==> src/rtl/smbus_tgt_pkg.sv <==
package smbus_tgt_pkg;

  typedef enum logic [2:0] {
    PH_IDLE,
    PH_ADDR,
    PH_WRITE,
    PH_READ,
    PH_SKIP
  } phase_t;

  localparam logic [3:0] CMD_PREFIX = 4'b1011;
  localparam logic [3:0] MEM_PREFIX = 4'b1010;

endpackage

==> src/rtl/smbus_line_sync.sv <==
module smbus_line_sync #(
  parameter int LINES  = 2,
  parameter int STAGES = 2
) (
  input  logic             clk,
  input  logic             rst,
  input  logic [LINES-1:0] raw,
  output logic [LINES-1:0] cur,
  output logic [LINES-1:0] prev
);

  for (genvar g = 0; g < LINES; g++) begin : g_line
    logic [STAGES-1:0] chain;
    logic              last;
    always_ff @(posedge clk) begin
      if (rst) begin
        chain <= '1;
        last  <= 1'b1;
      end else begin
        chain <= {chain[STAGES-2:0], raw[g]};
        last  <= chain[STAGES-1];
      end
    end
    assign cur[g]  = chain[STAGES-1];
    assign prev[g] = last;
  end

endmodule

==> src/rtl/smbus_span_timer.sv <==
module smbus_span_timer #(
  parameter int LIMIT      = 1000,
  parameter bit START_DONE = 1'b0
) (
  input  logic clk,
  input  logic rst,
  input  logic clear,
  output logic done
);

  localparam int CW = $clog2(LIMIT + 1);
  localparam logic [CW-1:0] LIM = CW'(LIMIT);

  logic [CW-1:0] cnt;

  always_ff @(posedge clk) begin
    if (rst)              cnt <= START_DONE ? LIM : '0;
    else if (clear)       cnt <= '0;
    else if (cnt != LIM)  cnt <= cnt + 1'b1;
  end

  assign done = (cnt == LIM);

endmodule

==> src/rtl/smbus_byte_mem.sv <==
module smbus_byte_mem #(
  parameter int DEPTH = 256,
  localparam int AW   = (DEPTH > 1) ? $clog2(DEPTH) : 1
) (
  input  logic          clk,
  input  logic          we,
  input  logic [AW-1:0] waddr,
  input  logic [7:0]    wdata,
  input  logic [AW-1:0] raddr,
  output logic [7:0]    rdata
);

  logic [7:0] store [DEPTH];

  always_ff @(posedge clk) begin
    if (we) store[waddr] <= wdata;
    rdata <= store[raddr];
  end

endmodule

==> src/rtl/smbus_cmd_bank.sv <==
module smbus_cmd_bank #(
  parameter int WORDS = 16,
  localparam int IW   = (WORDS > 1) ? $clog2(WORDS) : 1
) (
  input  logic          clk,
  input  logic          rst,
  input  logic          we_lo,
  input  logic          we_hi,
  input  logic [IW-1:0] idx,
  input  logic [7:0]    wdata,
  input  logic [1:0]    sel,
  output logic [7:0]    rdata
);

  logic [15:0] regs [WORDS];

  always_ff @(posedge clk) begin
    if (rst) begin
      for (int i = 0; i < WORDS; i++) regs[i] <= '0;
    end else begin
      if (we_lo) regs[idx][7:0]  <= wdata;
      if (we_hi) regs[idx][15:8] <= wdata;
    end
  end

  always_comb begin
    case (sel)
      2'd0:    rdata = regs[idx][7:0];
      2'd1:    rdata = regs[idx][15:8];
      default: rdata = 8'hFF;
    endcase
  end

endmodule

==> src/rtl/smbus_dual_target.sv <==
module smbus_dual_target
  import smbus_tgt_pkg::*;
#(
  parameter int MEM_DEPTH      = 256,
  parameter int CMD_WORDS      = 16,
  parameter int BUSY_CYCLES    = 50_000,
  parameter int TIMEOUT_CYCLES = 1_250_000,
  parameter int SYNC_STAGES    = 2
) (
  input  logic       clk,
  input  logic       rst,
  input  logic       scl_i,
  input  logic       sda_i,
  input  logic [2:0] strap,
  input  logic       wp,
  output logic       sda_oe
);

  localparam int MAW = (MEM_DEPTH > 1) ? $clog2(MEM_DEPTH) : 1;
  localparam int CAW = (CMD_WORDS > 1) ? $clog2(CMD_WORDS) : 1;

  // line sampling and bus events
  logic [1:0] ln_cur, ln_prev;
  smbus_line_sync #(.LINES(2), .STAGES(SYNC_STAGES)) u_sync (
    .clk(clk), .rst(rst), .raw({sda_i, scl_i}), .cur(ln_cur), .prev(ln_prev)
  );

  logic scl_s, sda_s, scl_q, sda_q;
  assign scl_s = ln_cur[0];
  assign sda_s = ln_cur[1];
  assign scl_q = ln_prev[0];
  assign sda_q = ln_prev[1];

  logic start_evt, stop_evt, scl_rise, scl_fall;
  assign start_evt = scl_s & scl_q & sda_q & ~sda_s;
  assign stop_evt  = scl_s & scl_q & ~sda_q & sda_s;
  assign scl_rise  = scl_s & ~scl_q;
  assign scl_fall  = ~scl_s & scl_q;

  // frame state
  phase_t         phase;
  logic [3:0]     bitcnt;
  logic [7:0]     shreg;
  logic           rw, to_mem, nack_slot, m_nack, wrote_mem;
  logic [1:0]     widx, ridx;
  logic [MAW-1:0] mptr;
  logic [CAW-1:0] cptr;

  // timers
  logic busy_done, mem_busy, tmo_done;
  smbus_span_timer #(.LIMIT(BUSY_CYCLES), .START_DONE(1'b1)) u_busy (
    .clk(clk), .rst(rst), .clear(stop_evt & wrote_mem), .done(busy_done)
  );
  assign mem_busy = ~busy_done;

  smbus_span_timer #(.LIMIT(TIMEOUT_CYCLES), .START_DONE(1'b0)) u_tmo (
    .clk(clk), .rst(rst), .clear(scl_s), .done(tmo_done)
  );

  // decode
  logic hit_cmd, hit_mem, byte_end, wr_ack;
  assign hit_cmd  = (shreg[7:1] == {CMD_PREFIX, strap});
  assign hit_mem  = (shreg[7:1] == {MEM_PREFIX, strap}) && !mem_busy;
  assign byte_end = scl_fall && (bitcnt == 4'd8) && (phase == PH_WRITE);
  assign wr_ack   = (widx == 2'd0) || (widx == 2'd1) || (widx == 2'd2 && !to_mem);

  logic mem_we, cmd_we_lo, cmd_we_hi;
  assign mem_we    = byte_end && to_mem && (widx == 2'd1) && !wp;
  assign cmd_we_lo = byte_end && !to_mem && (widx == 2'd1);
  assign cmd_we_hi = byte_end && !to_mem && (widx == 2'd2);

  // storage
  logic [7:0] mem_q, cmd_q, rd_byte;
  smbus_byte_mem #(.DEPTH(MEM_DEPTH)) u_mem (
    .clk(clk), .we(mem_we), .waddr(mptr), .wdata(shreg),
    .raddr(mptr), .rdata(mem_q)
  );

  smbus_cmd_bank #(.WORDS(CMD_WORDS)) u_cmd (
    .clk(clk), .rst(rst), .we_lo(cmd_we_lo), .we_hi(cmd_we_hi),
    .idx(cptr), .wdata(shreg), .sel(ridx), .rdata(cmd_q)
  );

  assign rd_byte = to_mem ? mem_q : cmd_q;

  // bit engine
  always_ff @(posedge clk) begin
    if (rst) begin
      phase     <= PH_IDLE;
      bitcnt    <= '0;
      shreg     <= '0;
      rw        <= 1'b0;
      to_mem    <= 1'b0;
      nack_slot <= 1'b0;
      m_nack    <= 1'b0;
      wrote_mem <= 1'b0;
      widx      <= '0;
      ridx      <= '0;
      mptr      <= '0;
      cptr      <= '0;
      sda_oe    <= 1'b0;
    end else if (start_evt) begin
      phase  <= PH_ADDR;
      bitcnt <= '0;
      widx   <= '0;
      ridx   <= '0;
      sda_oe <= 1'b0;
    end else if (stop_evt) begin
      phase     <= PH_IDLE;
      wrote_mem <= 1'b0;
      sda_oe    <= 1'b0;
    end else if (tmo_done) begin
      phase  <= PH_IDLE;
      sda_oe <= 1'b0;
    end else if (phase != PH_IDLE && phase != PH_SKIP) begin
      if (scl_rise) begin
        if (bitcnt < 4'd8) begin
          if (phase != PH_READ) shreg <= {shreg[6:0], sda_s};
          bitcnt <= bitcnt + 1'b1;
        end else if (bitcnt == 4'd8) begin
          if (phase == PH_READ) m_nack <= sda_s;
          bitcnt <= 4'd9;
        end
      end
      if (scl_fall) begin
        if (bitcnt >= 4'd1 && bitcnt <= 4'd7) begin
          if (phase == PH_READ) begin
            sda_oe <= ~shreg[7];
            shreg  <= {shreg[6:0], 1'b0};
          end
        end else if (bitcnt == 4'd8) begin
          case (phase)
            PH_ADDR: begin
              sda_oe    <= hit_cmd | hit_mem;
              nack_slot <= ~(hit_cmd | hit_mem);
              to_mem    <= hit_mem;
              rw        <= shreg[0];
            end
            PH_WRITE: begin
              sda_oe    <= wr_ack;
              nack_slot <= ~wr_ack;
              if (widx == 2'd0) begin
                if (to_mem) mptr <= shreg[MAW-1:0];
                else        cptr <= shreg[CAW-1:0];
              end
              if (widx == 2'd1 && to_mem) wrote_mem <= 1'b1;
              if (widx != 2'd3) widx <= widx + 1'b1;
            end
            default: sda_oe <= 1'b0;
          endcase
        end else if (bitcnt == 4'd9) begin
          bitcnt <= '0;
          sda_oe <= 1'b0;
          if ((phase == PH_ADDR && !nack_slot && rw) ||
              (phase == PH_READ && !m_nack)) begin
            phase  <= PH_READ;
            sda_oe <= ~rd_byte[7];
            shreg  <= {rd_byte[6:0], 1'b0};
            if (ridx != 2'd2) ridx <= ridx + 1'b1;
          end else if (phase == PH_ADDR && !nack_slot) begin
            phase <= PH_WRITE;
          end else if (nack_slot || phase == PH_READ) begin
            phase <= PH_SKIP;
          end
        end
      end
    end
  end

endmodule

==> config.mk <==
export PLATFORM = sky130hd
export DESIGN_NAME = smbus_dual_target
export DESIGN_NICKNAME = d
export VERILOG_FILES = /design/src/rtl/smbus_tgt_pkg.sv /design/src/rtl/smbus_line_sync.sv /design/src/rtl/smbus_span_timer.sv /design/src/rtl/smbus_byte_mem.sv /design/src/rtl/smbus_cmd_bank.sv /design/src/rtl/smbus_dual_target.sv
export SDC_FILE = /design/constraint.sdc
export NUM_CORES = 2
export LEC_CHECK = 0
export ABC_AREA = 1
export BUFFER_PORTS_ARGS = -buffer_cell sky130_fd_sc_hd__buf_2
export CAP_MARGIN = 15
export CORE_MARGIN = 10
export CORE_UTILIZATION = 29
export DETAILED_ROUTE_END_ITERATION = 10
export GPL_TIMING_DRIVEN = 1
export PLACE_DENSITY = 0.5
export SLEW_MARGIN = 0
export SYNTH_ARGS = -nofsm -noshare
export SYNTH_HDL_FRONTEND = slang
export SYNTH_HIERARCHICAL = 1
export SYNTH_SLANG_ARGS = --single-unit
==> constraint.sdc <==
create_clock -name clk -period 6.35 [get_ports clk]
set_clock_uncertainty 0.15 [all_clocks]
set_input_delay 0.9525 -clock clk [delete_from_list [all_inputs] [get_ports clk]]
set_output_delay 0.9525 -clock clk [all_outputs]
set_load 0.02 [all_outputs]
==> metrics.cfg <==
[global_route]
grt_pass1_wl_um=438000
grt_overflow=0
grt_antenna_before_repair=5
grt_pass1_vias=66200
grt_start_max_net_pins=241
grt_use_total_pct=15.3

[setup_path]
cp_max_fo=20
start_kind=flip-flop
cp_slowest_cell=nor2_1
cpPeakStageDelay_ns=0.87
endpoint_kind=flip-flop
arrival_ns=4.70
path_cells=clkinv_1, nor3_1, nor3b_2, buf_4, nand3_1, nor2_1
worst_ep_required_time_ns=6.69
path_class=reg -> reg

[yosys]
ys_seq_elements=2392
postSynthNetCount=9104
yosysSeqAreaShare_pct=70.6
ys_types=47
synth_edf_count=2304
syn_avg_cell_area_um2=11.1
syn_inst=9084
syn-cell-area_mm2=0.100
ys_warn_count=6
yosys_most_used_dff=edfxtp_1
async_flop_share_pct=0

[status]
status=complete, no violations

[clocking]
cts_sinks=2392
cts-resized-gates=0
postCtsHoldBufs=0
h-tree-depth=4
cts_tree=built
clkTransAtPathRegs_ns=0.06
clockBufferDepth=4
cts_made_buffers=249
cts_root_buffer=clkbuf_16
clock_latency_ns=0.94
cts_setup_buffers=0

[floorplanning]
die_h_um=609
die_w_um=609
start_util_pct=29.1
rows=216
core_area_mm2=0.346
boundaryPins=9
die_area_mm2=0.370

[timing]
fin_crit_ns=4.36
drv_slew=0
rsz0062_at_grt=no
setup_viol_count_final=0
setup_ws_ns=1.99
final-hold-violation-count=0
worst_pin_slew_ns=1.22
fin_tns_setup_ns=0
holdWs_ns=0.158
slew_headroom_pct=18.9
timing.final.crit_share_pct=68.6
max_freq_ghz=0.229

[power_and_ir_drop]
ir_worst_vdd_v=0.000249
clkPwrFrac_pct=44.7
power_density_mw_per_mm2=290
p_sw_w=0.00676
p_int_w=0.0259
sequentialPowerShare_pct=53.6
p_sw_share_pct=20.7
p_comb_share_pct=1.7
p_leak_nw=38.7

[placement]
hpwl_um=170000
io_buffers=8
gp_congestion=0.823
dpl_cell_area_mm2=0.105
place_ws_ns=2.03

[flow_run]
drv_cap=0

[route]
ant_nets=0
vias=67800
first_iter_violations=7506
routedWlPerCell_um=21.9
firstDrtPassIters=6
routed_via_density=4.97
drc=0
wirelength_um=298000

[cells_and_area]
design_area_mm2=0.113
area_delta_synth_final_pct=12.0
layout-drive-gt1-share_pct=6.78
fin_util_pct=32.6
fin_nets=8885

[worst_hold_path]
min_path_type=in -> reg

## power by group through the flow
stage	sequential, W	combinational, W	clock (W)
after floorplan	0.0179	0.000169	0
after global placement	0.0178	0.000564	0
after detailed placement	0.0178	0.000566	0
after CTS	0.0175	0.000567	0.0149
after global routing	0.0175	0.000603	0.0156
final	0.0175	0.000556	0.0146
## registers in the layout (all words and copies together) (netlist names), 4 cells and up
register / count
u_cmd/regs: 256
u_mem/rdata: 8
u_tmo/cnt: 21
cptr: 4
bitcnt: 4
shreg: 8
u_sync/g_line.chain: 4
mptr: 8
u_mem/store: 2048
u_busy/cnt: 16
## cell families (layout without fill, tap and decap cells)
logic type	after synthesis	in the layout	share of synthesized area, %
fa+ha+maj	12	12	0.149
xor+xnor	8	8	0.0697
flops	2392	2392	70.6
simple gates	5808	5808	25.0
buf+inv	751	735	3.55
compound gates	113	113	0.656
other cells	0	1	0
## cell usage in the layout (no fill, tap or decap), types with 8 or more instances in the layout
master and count:
clkinv_1 56, nor2_1 662, clkbuf_8 9, clkbuf_16 253
inv_2 23, nor2_2 17, buf_12 24, o21ai_0 38
inv_1 143, clkbuf_1 51, clkinv_2 47, nand3_1 2108
nand3_2 33, nand4_1 27, buf_4 70, nor2_4 13
buf_2 8, a21oi_1 49, nand2_1 2897, bufinv_16 26
nand2_2 19, dfxtp_4 14, edfxtp_1 2304, ha_1 12
dfxtp_1 72, a211oi_2 9, nand2_4 8
## worst paths after layout
path | startpoint | end | slack [ns] | cells past startpoint
max reg2reg | to_mem | u_mem/store[144][6] | 1.99 | 6
min reg2reg | u_sync/g_line[1].chain[0] | u_sync/g_line[1].chain[1] | 0.26 | 2
min | scl_i | u_sync/g_line[0].chain[0] | 0.16 | 3
max | to_mem | u_mem/store[144][6] | 1.99 | 6
## layout make-up
class	count	area (um2)
inverter	177	702
sequential	2392	71000
fill	34600	233000
multi-input combinational	5941	26000
antenna	1	2.50
tap	4578	5730
clock buffer	313	6650
clock inverter	141	1410
timing repair buffer	104	1070
## cell usage after synthesis, types with 13 or more instances
cell	instances	area (um2)
buf_2	300	1500
nand2_1	2902	10900
o21ai_0	38	190
nand4_1	27	169
nand3_2	33	330
clkbuf_1	148	556
nor2_4	13	146
nand3_1	2108	10600
nor2_1	664	2490
dfxtp_1	88	1760
nor2_2	15	93.8
buf_6	17	191
a21oi_1	49	245
edfxtp_1	2304	69200
inv_1	155	582
inv_2	18	67.6
nand2_2	14	87.6
buf_1	49	184
buf_4	58	435
## layer usage
layer | vias up | share of wire (%) | global-route usage (%)
met1 | 33900 | 44 | 21.1
met5 | - | 0 | 0
met4 | 0 | 3.0 | 4.51
met2 | 2377 | 47 | 25.1
met3 | 467 | 6.6 | 2.29
li1 | 31100 | - | -
## worst max-delay path: cells and delay by family, from the launching register on
kind                   cells  cell delay [ns]
flip-flops                 1             0.61
AND/OR/NAND/NOR            4             2.42
buffers and inverters      2             0.78
## per-stage QoR
stage / std cells / total power [W]
after CTS: 13600 / 0.0330
after detailed placement: 13200 / 0.0184
after floorplan: 9084 / 0.0181
after global placement: 13200 / 0.0184
after global routing: 13600 / 0.0337
final: 13600 / 0.0327
Power figures use the tool's default switching activity.
